===== config.mk =====
export PLATFORM = sky130hd
export DESIGN_NAME = endian_lane_mapper
export DESIGN_NICKNAME = d
export VERILOG_FILES = /design/src/rtl/elm_pkg.sv /design/src/rtl/elm_lane_plan.sv /design/src/rtl/elm_wr_pack.sv /design/src/rtl/elm_rd_unpack.sv /design/src/rtl/endian_lane_mapper.sv
export SDC_FILE = /design/constraint.sdc
export NUM_CORES = 1
export LEC_CHECK = 0
export CAP_MARGIN = 30
export CORE_MARGIN = 5
export CORE_UTILIZATION = 40
export CTS_BUF_LIST = sky130_fd_sc_hd__clkbuf_8
export CTS_CLUSTER_DIAMETER = 80
export DETAILED_ROUTE_END_ITERATION = 10
export PLACE_DENSITY = 0.78
export RECOVER_POWER = 25
export SLEW_MARGIN = 20
export SYNTH_ARGS = -nofsm -noshare
export SYNTH_HDL_FRONTEND = slang
export SYNTH_SLANG_ARGS = --single-unit

===== constraint.sdc =====
create_clock -name clk -period 5.12 [get_ports clk]
set_input_delay 1.024 -clock clk [delete_from_list [all_inputs] [get_ports clk]]
set_output_delay 1.024 -clock clk [all_outputs]
set_load 0.05 [all_outputs]

===== src/rtl/elm_pkg.sv =====
package elm_pkg;

    typedef enum logic [1:0] {
        ORD_LITTLE       = 2'd0,
        ORD_BIG_BYTE     = 2'd1,
        ORD_BIG_WORD     = 2'd2,
        ORD_BIG_WORD_ALT = 2'd3
    } byte_order_e;

    // Little-endian value combining only for code 0.
    function automatic logic order_is_little(input logic [1:0] m);
        return m == ORD_LITTLE;
    endfunction

    // Word-invariant models remap the lane index.
    function automatic logic order_flips_lane(input logic [1:0] m);
        return m[1];
    endfunction

endpackage


===== src/rtl/elm_lane_plan.sv =====
module elm_lane_plan #(
    parameter int LANES = 4,
    parameter int OFF_W = 2,
    parameter int SZ_W  = 2
) (
    input  logic [1:0]             mode,
    input  logic [OFF_W-1:0]       off,
    input  logic [SZ_W-1:0]        size,
    output logic [LANES-1:0]       lane_en,
    output logic [LANES*OFF_W-1:0] lane_sig
);
    import elm_pkg::*;

    localparam logic [OFF_W-1:0] LANE_MAX = OFF_W'(LANES - 1);

    always_comb begin
        int               nbytes;
        logic [OFF_W-1:0] logical;
        logic [OFF_W-1:0] lane;
        logic [OFF_W-1:0] sig;
        lane_en  = '0;
        lane_sig = '0;
        logical  = '0;
        lane     = '0;
        sig      = '0;
        nbytes   = 1 << size;
        if (nbytes > LANES) nbytes = LANES;
        for (int i = 0; i < LANES; i++) begin
            if (i < nbytes) begin
                logical = off + OFF_W'(i);
                lane    = order_flips_lane(mode) ? (logical ^ LANE_MAX) : logical;
                sig     = order_is_little(mode) ? OFF_W'(i) : OFF_W'(nbytes - 1 - i);
                lane_en[lane]                  = 1'b1;
                lane_sig[lane*OFF_W +: OFF_W]  = sig;
            end
        end
    end

endmodule


===== src/rtl/elm_wr_pack.sv =====
module elm_wr_pack #(
    parameter int LANES = 4,
    parameter int OFF_W = 2
) (
    input  logic [LANES-1:0]       lane_en,
    input  logic [LANES*OFF_W-1:0] lane_sig,
    input  logic [LANES*8-1:0]     value,
    output logic [LANES*8-1:0]     phys
);
    for (genvar g = 0; g < LANES; g++) begin : g_lane
        logic [OFF_W-1:0] sig;
        assign sig           = lane_sig[g*OFF_W +: OFF_W];
        assign phys[g*8 +: 8] = lane_en[g] ? value[sig*8 +: 8] : 8'h00;
    end
endmodule


===== src/rtl/elm_rd_unpack.sv =====
module elm_rd_unpack #(
    parameter int LANES = 4,
    parameter int OFF_W = 2
) (
    input  logic [LANES-1:0]       lane_en,
    input  logic [LANES*OFF_W-1:0] lane_sig,
    input  logic [LANES*8-1:0]     phys,
    output logic [LANES*8-1:0]     value
);
    always_comb begin
        value = '0;
        for (int l = 0; l < LANES; l++) begin
            if (lane_en[l]) value[lane_sig[l*OFF_W +: OFF_W]*8 +: 8] = phys[l*8 +: 8];
        end
    end
endmodule


===== src/rtl/endian_lane_mapper.sv =====
module endian_lane_mapper #(
    parameter int AW     = 32,
    parameter int DATA_W = 32,
    localparam int LANES = DATA_W / 8,
    localparam int OFF_W = $clog2(LANES),
    localparam int SZ_W  = $clog2(OFF_W + 1)
) (
    input  logic              clk,
    input  logic              rst_n,
    input  logic              req_valid,
    input  logic              req_write,
    input  logic [1:0]        req_mode,
    input  logic [AW-1:0]     req_addr,
    input  logic [SZ_W-1:0]   req_size,
    input  logic [DATA_W-1:0] req_wdata,
    output logic [AW-1:0]     mem_addr,
    output logic [LANES-1:0]  mem_be,
    output logic [DATA_W-1:0] mem_wdata,
    input  logic [DATA_W-1:0] mem_rdata,
    output logic              rsp_valid,
    output logic [DATA_W-1:0] rsp_rdata
);
    typedef struct packed {
        logic                     rsp_valid;
        logic [LANES-1:0]         en;
        logic [LANES*OFF_W-1:0]   sig;
    } rd_ctx_t;

    rd_ctx_t ctx_d, ctx_q;

    logic [LANES-1:0]       plan_en;
    logic [LANES*OFF_W-1:0] plan_sig;
    logic [LANES-1:0]       req_en;
    logic [LANES-1:0]       rsp_en;
    logic                   rd_req;

    elm_lane_plan #(.LANES(LANES), .OFF_W(OFF_W), .SZ_W(SZ_W)) u_plan (
        .mode     (req_mode),
        .off      (req_addr[OFF_W-1:0]),
        .size     (req_size),
        .lane_en  (plan_en),
        .lane_sig (plan_sig)
    );

    assign rd_req   = req_valid && !req_write;
    assign req_en   = plan_en & {LANES{req_valid}};
    assign mem_be   = req_en;
    assign mem_addr = {req_addr[AW-1:OFF_W], {OFF_W{1'b0}}};

    elm_wr_pack #(.LANES(LANES), .OFF_W(OFF_W)) u_pack (
        .lane_en  (req_en),
        .lane_sig (plan_sig),
        .value    (req_wdata),
        .phys     (mem_wdata)
    );

    // Next-state: capture the lane plan of a load so the returning word
    // is decoded with the request's own model.
    always_comb begin
        ctx_d           = ctx_q;
        ctx_d.rsp_valid = rd_req;
        if (rd_req) begin
            ctx_d.en  = plan_en;
            ctx_d.sig = plan_sig;
        end
    end

    always_ff @(posedge clk or negedge rst_n) begin
        if (!rst_n) ctx_q <= '0;
        else        ctx_q <= ctx_d;
    end

    assign rsp_en    = ctx_q.en & {LANES{ctx_q.rsp_valid}};
    assign rsp_valid = ctx_q.rsp_valid;

    elm_rd_unpack #(.LANES(LANES), .OFF_W(OFF_W)) u_unpack (
        .lane_en  (rsp_en),
        .lane_sig (ctx_q.sig),
        .phys     (mem_rdata),
        .value    (rsp_rdata)
    );

endmodule


==> reports/metrics.yaml, run 1 <==
critical_path_class: "input pin to output port"
drv_slew: 0
drt-total-wl_um: 20200
die_area_sq_um: 13300
synth_area_sq_um: 4460
cts_root_buffer: "clkbuf_8"
initial_core_util_pct: 40.9
crit_slowest_cell: "clkdlybuf4s50_1"
synth_ff_type: "dfrtp_1"
worst-endpoint-required_ps: 4100
fmax_ghz: 0.201
grt_first_pass_wirelength_um: 30800
vias: 5825
grt_pass1_vias: 5932
fin_area_sq_um: 7030
avgSynthCellArea_sq_um: 7.20
stdcell_count: 923
overflow: 0
clk_pin_slew_worst_paths_ps: 60
clkLatencyLatePin_ps: 240
crit_top_cell: "buf_4"
place.gp.congestion: 0.979
port_buffers: 142
outcome: "complete, no violations"
drive_gt1_share_pct: 24.8
nFillCells: 927
endpoint_kind: "output port"
startpoint_type: "input pin"
remaining_drc_errors: 0
die_w_um: 116
cts_tree: "built"
syn_to_final_growth_pct: 57.8
final_hold_viol_count: 0
synth_seq_cells: 13
htree_num_levels: 1
rsz0062_at_grt: "no"
ys_seq_area_share_pct: 7.30
hp-start: "ctx_q[1]$_DFFE_PN0P_"
nets: 933
placed_area_sq_um: 6770
worstSetupStartpoint: "req_size[1]"
p_leak_nw: 2.88
synthCells: 619
yosysWarningCount: 0
clk_path_buf_depth: 2
min_path_type: "flip-flop to flip-flop"
crit_fanout: 8
min_period_over_period_pct: 97.0
p_per_area_nw_per_um2: 164
drt_iter0_markers: 571
cts.sinks: 13
ff_latch_area_sq_um: 325
ys_types: 78
finClkSkew_ps: 0
drtAntennaViolNets: 0
grt_antenna_before_repair: 0
hpwl_um: 16200
viasPerCell: 6.31
regToRegStartpoint: "ctx_q[4]$_DFFE_PN0P_"
drt_pre_antenna_iters: 6
multi_input_area_sq_um: 3910
wl_per_cell_um: 21.9
period_needed_ps: 4960
worst_pin_slew_ps: 873
slew_headroom_pct: 41.3
ir_drop_uv: 120
grtUsageTotal_pct: 28.8
dp_cells: 914
synth_edf_count: 0
num_rows: 38
cap_violations: 0
die_y_um: 116
ios: 205
ys_async_sr_fraction_pct: 100
p_total_mw: 1.15
antenna_cells: 0
core_area_sq_um: 10900
max_stage_delay_ps: 470
cts_made_buffers: 3
final-setup-viol-count: 0
grt_max_degree: 30
arrival_ps: 3940
path_cells: "clkdlybuf4s50_1 > or2_1 > buf_4 > inv_4 > ha_4 > buf_6 > a21oi_1 > o211ai_1 > nor4_1 > buf_4 > a211oi_4 > clkbuf_16 > mux2i_1 > o22ai_1 > buf_4 > buf_12"
-- area by class of cell --
type / instances / share of cell area, %
Multi-Input combinational cell: 514 / 55.6
Clock buffer: 3 / 0.587
Sequential cell: 13 / 4.63
Inverter: 22 / 1.21
Clock inverter: 1 / 0.0534
Timing Repair Buffer: 230 / 35.4
Tap cell: 140 / 2.49
-- registers in the layout (all words and copies together), names as in the netlist --
register / count
ctx_q: 12
rsp_valid: 1
-- routing by layer --
layer	wire (um)	vias up	share of wire, %	GRT usage [%]
li1	-	2635	-	-
met3	2170	79	11	6.79
met5	0	-	0	0
met4	1020	0	5.0	14.5
met1	7780	2748	38	33.6
met2	9280	363	46	49.2
-- metrics by stage --
| stage | util (%) | setup WS, ps | TNS (ps) | hold slack [ps] |
|---|---|---|---|---|
| floorplan | - | -201 | -2500 | 472 |
| detailed placement | 62.2 | -140 | -1990 | 532 |
| CTS | 63.3 | 3.68 | 0 | 544 |
| global placement | 62.0 | -265 | -3210 | 498 |
| global route | 64.6 | 19.2 | 0 | 589 |
| finish | 64.6 | 155 | 0 | 541 |
-- synthesized netlist by cell type (5+ instances only) --
cell type | number | share of area (%)
o22ai_1 | 55 | 7.7
nand3_1 | 5 | 0.56
dfrtp_1 | 13 | 7.3
ha_1 | 45 | 13
nand2_1 | 55 | 4.6
o21ai_0 | 25 | 2.8
inv_1 | 19 | 1.6
clkbuf_1 | 23 | 1.9
o21ai_1 | 25 | 2.8
mux2i_1 | 41 | 9.2
nor2b_1 | 5 | 0.70
nor2_1 | 46 | 3.9
and2_1 | 5 | 0.70
buf_2 | 6 | 0.67
and3_1 | 15 | 2.1
nor3_1 | 6 | 0.67
nand2b_1 | 11 | 1.5
a22oi_1 | 35 | 5.9
buf_4 | 36 | 6.1
a21oi_1 | 40 | 4.5
-- logic make-up (layout without fill, tap and decap cells) --
kind of cell,after synthesis,in the layout,synth area share (%)
flops,13,13,7.30
xor+xnor,5,5,1.15
simple gates,187,187,22.9
fa+ha+maj,45,45,12.6
other cells,1,2,0.0842
mux,43,43,9.72
buf+inv,93,256,12.0
compound gates,232,232,34.2
-- power breakdown --
group	leakage (nW)	switching, mW	total, mW	internal [mW]
registers	0.167	0.0199	0.137	0.117
clock network	0.0269	0.0359	0.0888	0.0529
logic	2.68	0.518	0.928	0.410
total	2.88	0.574	1.15	0.580
-- worst paths after layout --
path	slack, ps	endpoint	cells past startpoint
max	160	mem_wdata[12]	16
max in group asynchronous	3430	rsp_valid$_DFF_PN0_	1
min reg2reg	540	ctx_q[1]$_DFFE_PN0P_	2
min in group asynchronous	1260	ctx_q[0]$_DFFE_PN0P_	1
max reg2reg	4260	ctx_q[4]$_DFFE_PN0P_	2
min	540	ctx_q[1]$_DFFE_PN0P_	2
-- repair_timing --
item	CTS	global route
cloned	0	1
hold buffers	0	0
buffers inserted	1	2
gates resized for setup	12	21
setup endpoints to repair	32	32
pin swaps	1	5
-- worst max-delay path: cells and delay by family --
kind	cells	cell delay, ps
mux	1	190
fa+ha+maj	1	170
simple gates	2	370
buf+inv	8	1480
compound gates	4	700
-- cells in the final DEF, fill, tap and decap left out, drive strengths merged, types with 6 or more instances in the layout --
cell	instances
mux2i	41
nor3	6
nor2	46
nand2	55
o22ai	55
nand2b	11
ha	45
and3	15
a21oi	40
inv	22
o21ai	52
clkdlybuf4s50	102
a22oi	36
dfrtp	13
buf	123
Power figures use the tool's default switching activity.
==> run 2: changes to the inputs <==
CTS_CLUSTER_DIAMETER = 100   (was 80)
==> results of run 2 <==
No change in the layout: final DEF, timing and power equal those of run 1.
==> run 3: changes to the inputs <==
CORE_MARGIN = default   (was 5)
CORE_UTILIZATION = 44   (was 40)
PLACE_DENSITY = 0.85   (was 0.78)
==> run 3 against run 2 <==
Via count increased by 2.8%; combinational power increased by 2.3%; worst hold slack improved by 3.7 ps; non-clock buffer count decreased by 3.
==> reports/metrics.yaml, run 3 (synthesis gave the netlist of run 1 again) <==
cts_root_buffer: "clkbuf_8"
die_y_um: 103  # -11%
core_area_sq_um: 9770  # -10%
layout_common_cells: "clkdlybuf4s50_1, buf_4, nand2_1"
crit_fanout: 9  # +1
critical_path_class: "input pin to output port"
dp_slack_ps: -106  # +33.9 ps
p_total_mw: 1.18  # +2.5%
final_hold_viol_count: 0  # unchanged
ios: 205  # unchanged
drtAntennaViolNets: 0  # unchanged
top_register: "ctx_q"
worst-endpoint-required_ps: 4100  # about the same
drive_gt1_share_pct: 25.8  # +0.99 points
min_path_type: "flip-flop to flip-flop"
hpwl_um: 15100  # -7.1%
path_cells: "clkdlybuf4s50_1 > buf_4 > nand2b_1 > inv_1 > ha_2 > o21a_1 > o41ai_1 > buf_4 > a211oi_2 > buf_4 > or2_1 > o2111ai_1 > o221ai_2 > buf_12"
startpoint_type: "input pin"
die_area_sq_um: 10500  # -21%
outcome: "complete, no violations"
drt_pre_antenna_iters: 7  # +1
ir_drop_uv: 157  # +30%
min_period_over_period_pct: 97.8  # +0.88 points
fin_setup_tns_ps: 0  # unchanged
arrival_ps: 3990  # +50 ps
crit_top_cell: "buf_4"
fmax_ghz: 0.200  # -0.90%
grt_max_degree: 31  # +3.3%
grt_first_pass_wirelength_um: 28600  # -7.4%
endpoint_kind: "output port"
p_leak_nw: 2.85  # -0.87%
syn_to_final_growth_pct: 58.0
port_buffers: 142  # unchanged
cts.sinks: 13  # unchanged
drt_iter0_markers: 467  # -18%
vias: 5986  # +2.8%
clk_pin_slew_worst_paths_ps: 50  # about the same
drv_slew: 0  # unchanged
fin_util_pct: 72.0  # +7.4 points
period_needed_ps: 5010  # +45.1 ps
finClkSkew_ps: 0  # unchanged
cts_made_buffers: 3  # unchanged
hold_buffers: 0  # unchanged
setup_slack_ps: 110  # -45.1 ps
remaining_drc_errors: 0  # unchanged
drt-total-wl_um: 20200  # -0.28%
num_rows: 36  # -5.3%
crit_buf_inv: 6  # -2
worst_pin_slew_ps: 927  # +53.8 ps
grtUsageTotal_pct: 34.8  # +6.0 points
cpLargestDelayFamily: "buffers and inverters"
cts_tree: "built"
grt_antenna_before_repair: 0  # unchanged
nets: 930  # -0.32%
slew_headroom_pct: 37.8  # -3.6 points
clkLatencyLatePin_ps: 250  # about the same
antenna_cells: 0  # unchanged
overflow: 0  # unchanged
layout_commonest_cell: "clkdlybuf4s50_1"
final-setup-viol-count: 0  # unchanged
htree_num_levels: 1  # unchanged
timing.hold.ws_ps: 545  # +3.68 ps
p_per_area_nw_per_um2: 168  # +2.3%
viasPerCell: 6.56  # +3.9%
largest_reg_flops: 12  # unchanged
cap_violations: 0  # unchanged
clk_path_buf_depth: 2  # unchanged
place.gp.congestion: 1.01  # +3.6%
grt_pass1_vias: 5484  # -7.6%
die_w_um: 103  # -11%
max_stage_delay_ps: 410  # -60 ps
crit_slowest_cell: "clkdlybuf4s50_1"
wl_per_cell_um: 22.1  # +0.82%
initial_core_util_pct: 45.6  # +4.7 points
-- run 3: routing by layer --
layer | up-vias | part of all wire [%] | global-route usage (%)
li1 | 2622 | - | -
met1 | 2833 | 38 | 44.3
met2 | 440 | 46 | 58.3
met3 | 91 | 11 | 5.08
met4 | 0 | 4.1 | 15.4
met5 | - | 0 | 0
-- run 3: repair_timing --
item | in CTS | in global routing
cloned | 0 | 2
pin swaps | 3 | 7
setup endpoints to repair | 26 | 32
setup buffers | 2 | 11
gates resized for setup | 7 | 40
-- run 3: cell type report --
type / instances / area [sq um]
clock buffers: 3 / 41.3
clock inverters: 1 / 3.75
fillers: 710 / 2730
inverters: 22 / 85.1
multi-input cells: 514 / 3940
flip-flops and latches: 13 / 325
well taps: 133 / 166
repair buffers: 227 / 2480
-- run 3: report_power, final --
group / total (mW) / switching, mW / leakage [nW] / internal, mW
registers: 0.142 / 0.0248 / 0.167 / 0.117
logic: 0.949 / 0.531 / 2.66 / 0.418
clock network: 0.0910 / 0.0379 / 0.0269 / 0.0531
total: 1.18 / 0.594 / 2.85 / 0.588
-- run 3: metrics by stage --
step | instance area (sq um) | cells
CTS | 6710 | 899
detailed placement | 6620 | 893
global route | 7040 | 913
global placement | 6620 | 893
floorplan | 4590 | 620
finish | 7040 | 913
-- run 3: final timing paths --
kind / start / to / slack (ps) / cells past startpoint
hold reg to reg: ctx_q[7]$_DFFE_PN0P_ / ctx_q[7]$_DFFE_PN0P_ / 540 / 2
setup reg to reg: ctx_q[0]$_DFFE_PN0P_ / ctx_q[0]$_DFFE_PN0P_ / 4190 / 2
hold / removal: ctx_q[7]$_DFFE_PN0P_ / ctx_q[7]$_DFFE_PN0P_ / 540 / 2
min in group asynchronous: rst_n / rsp_valid$_DFF_PN0_ / 1210 / 1
max in group asynchronous: rst_n / ctx_q[8]$_DFFE_PN0P_ / 3530 / 1
setup / recovery: req_size[0] / mem_wdata[6] / 110 / 14
-- run 3: tightest hold or removal path: cells and delay by family (launching register included) --
family | cells | cell delay [ps]
AO/OA/AOI/OAI | 1 | 60
flip-flops | 1 | 380
AND/OR/NAND/NOR | 1 | 60
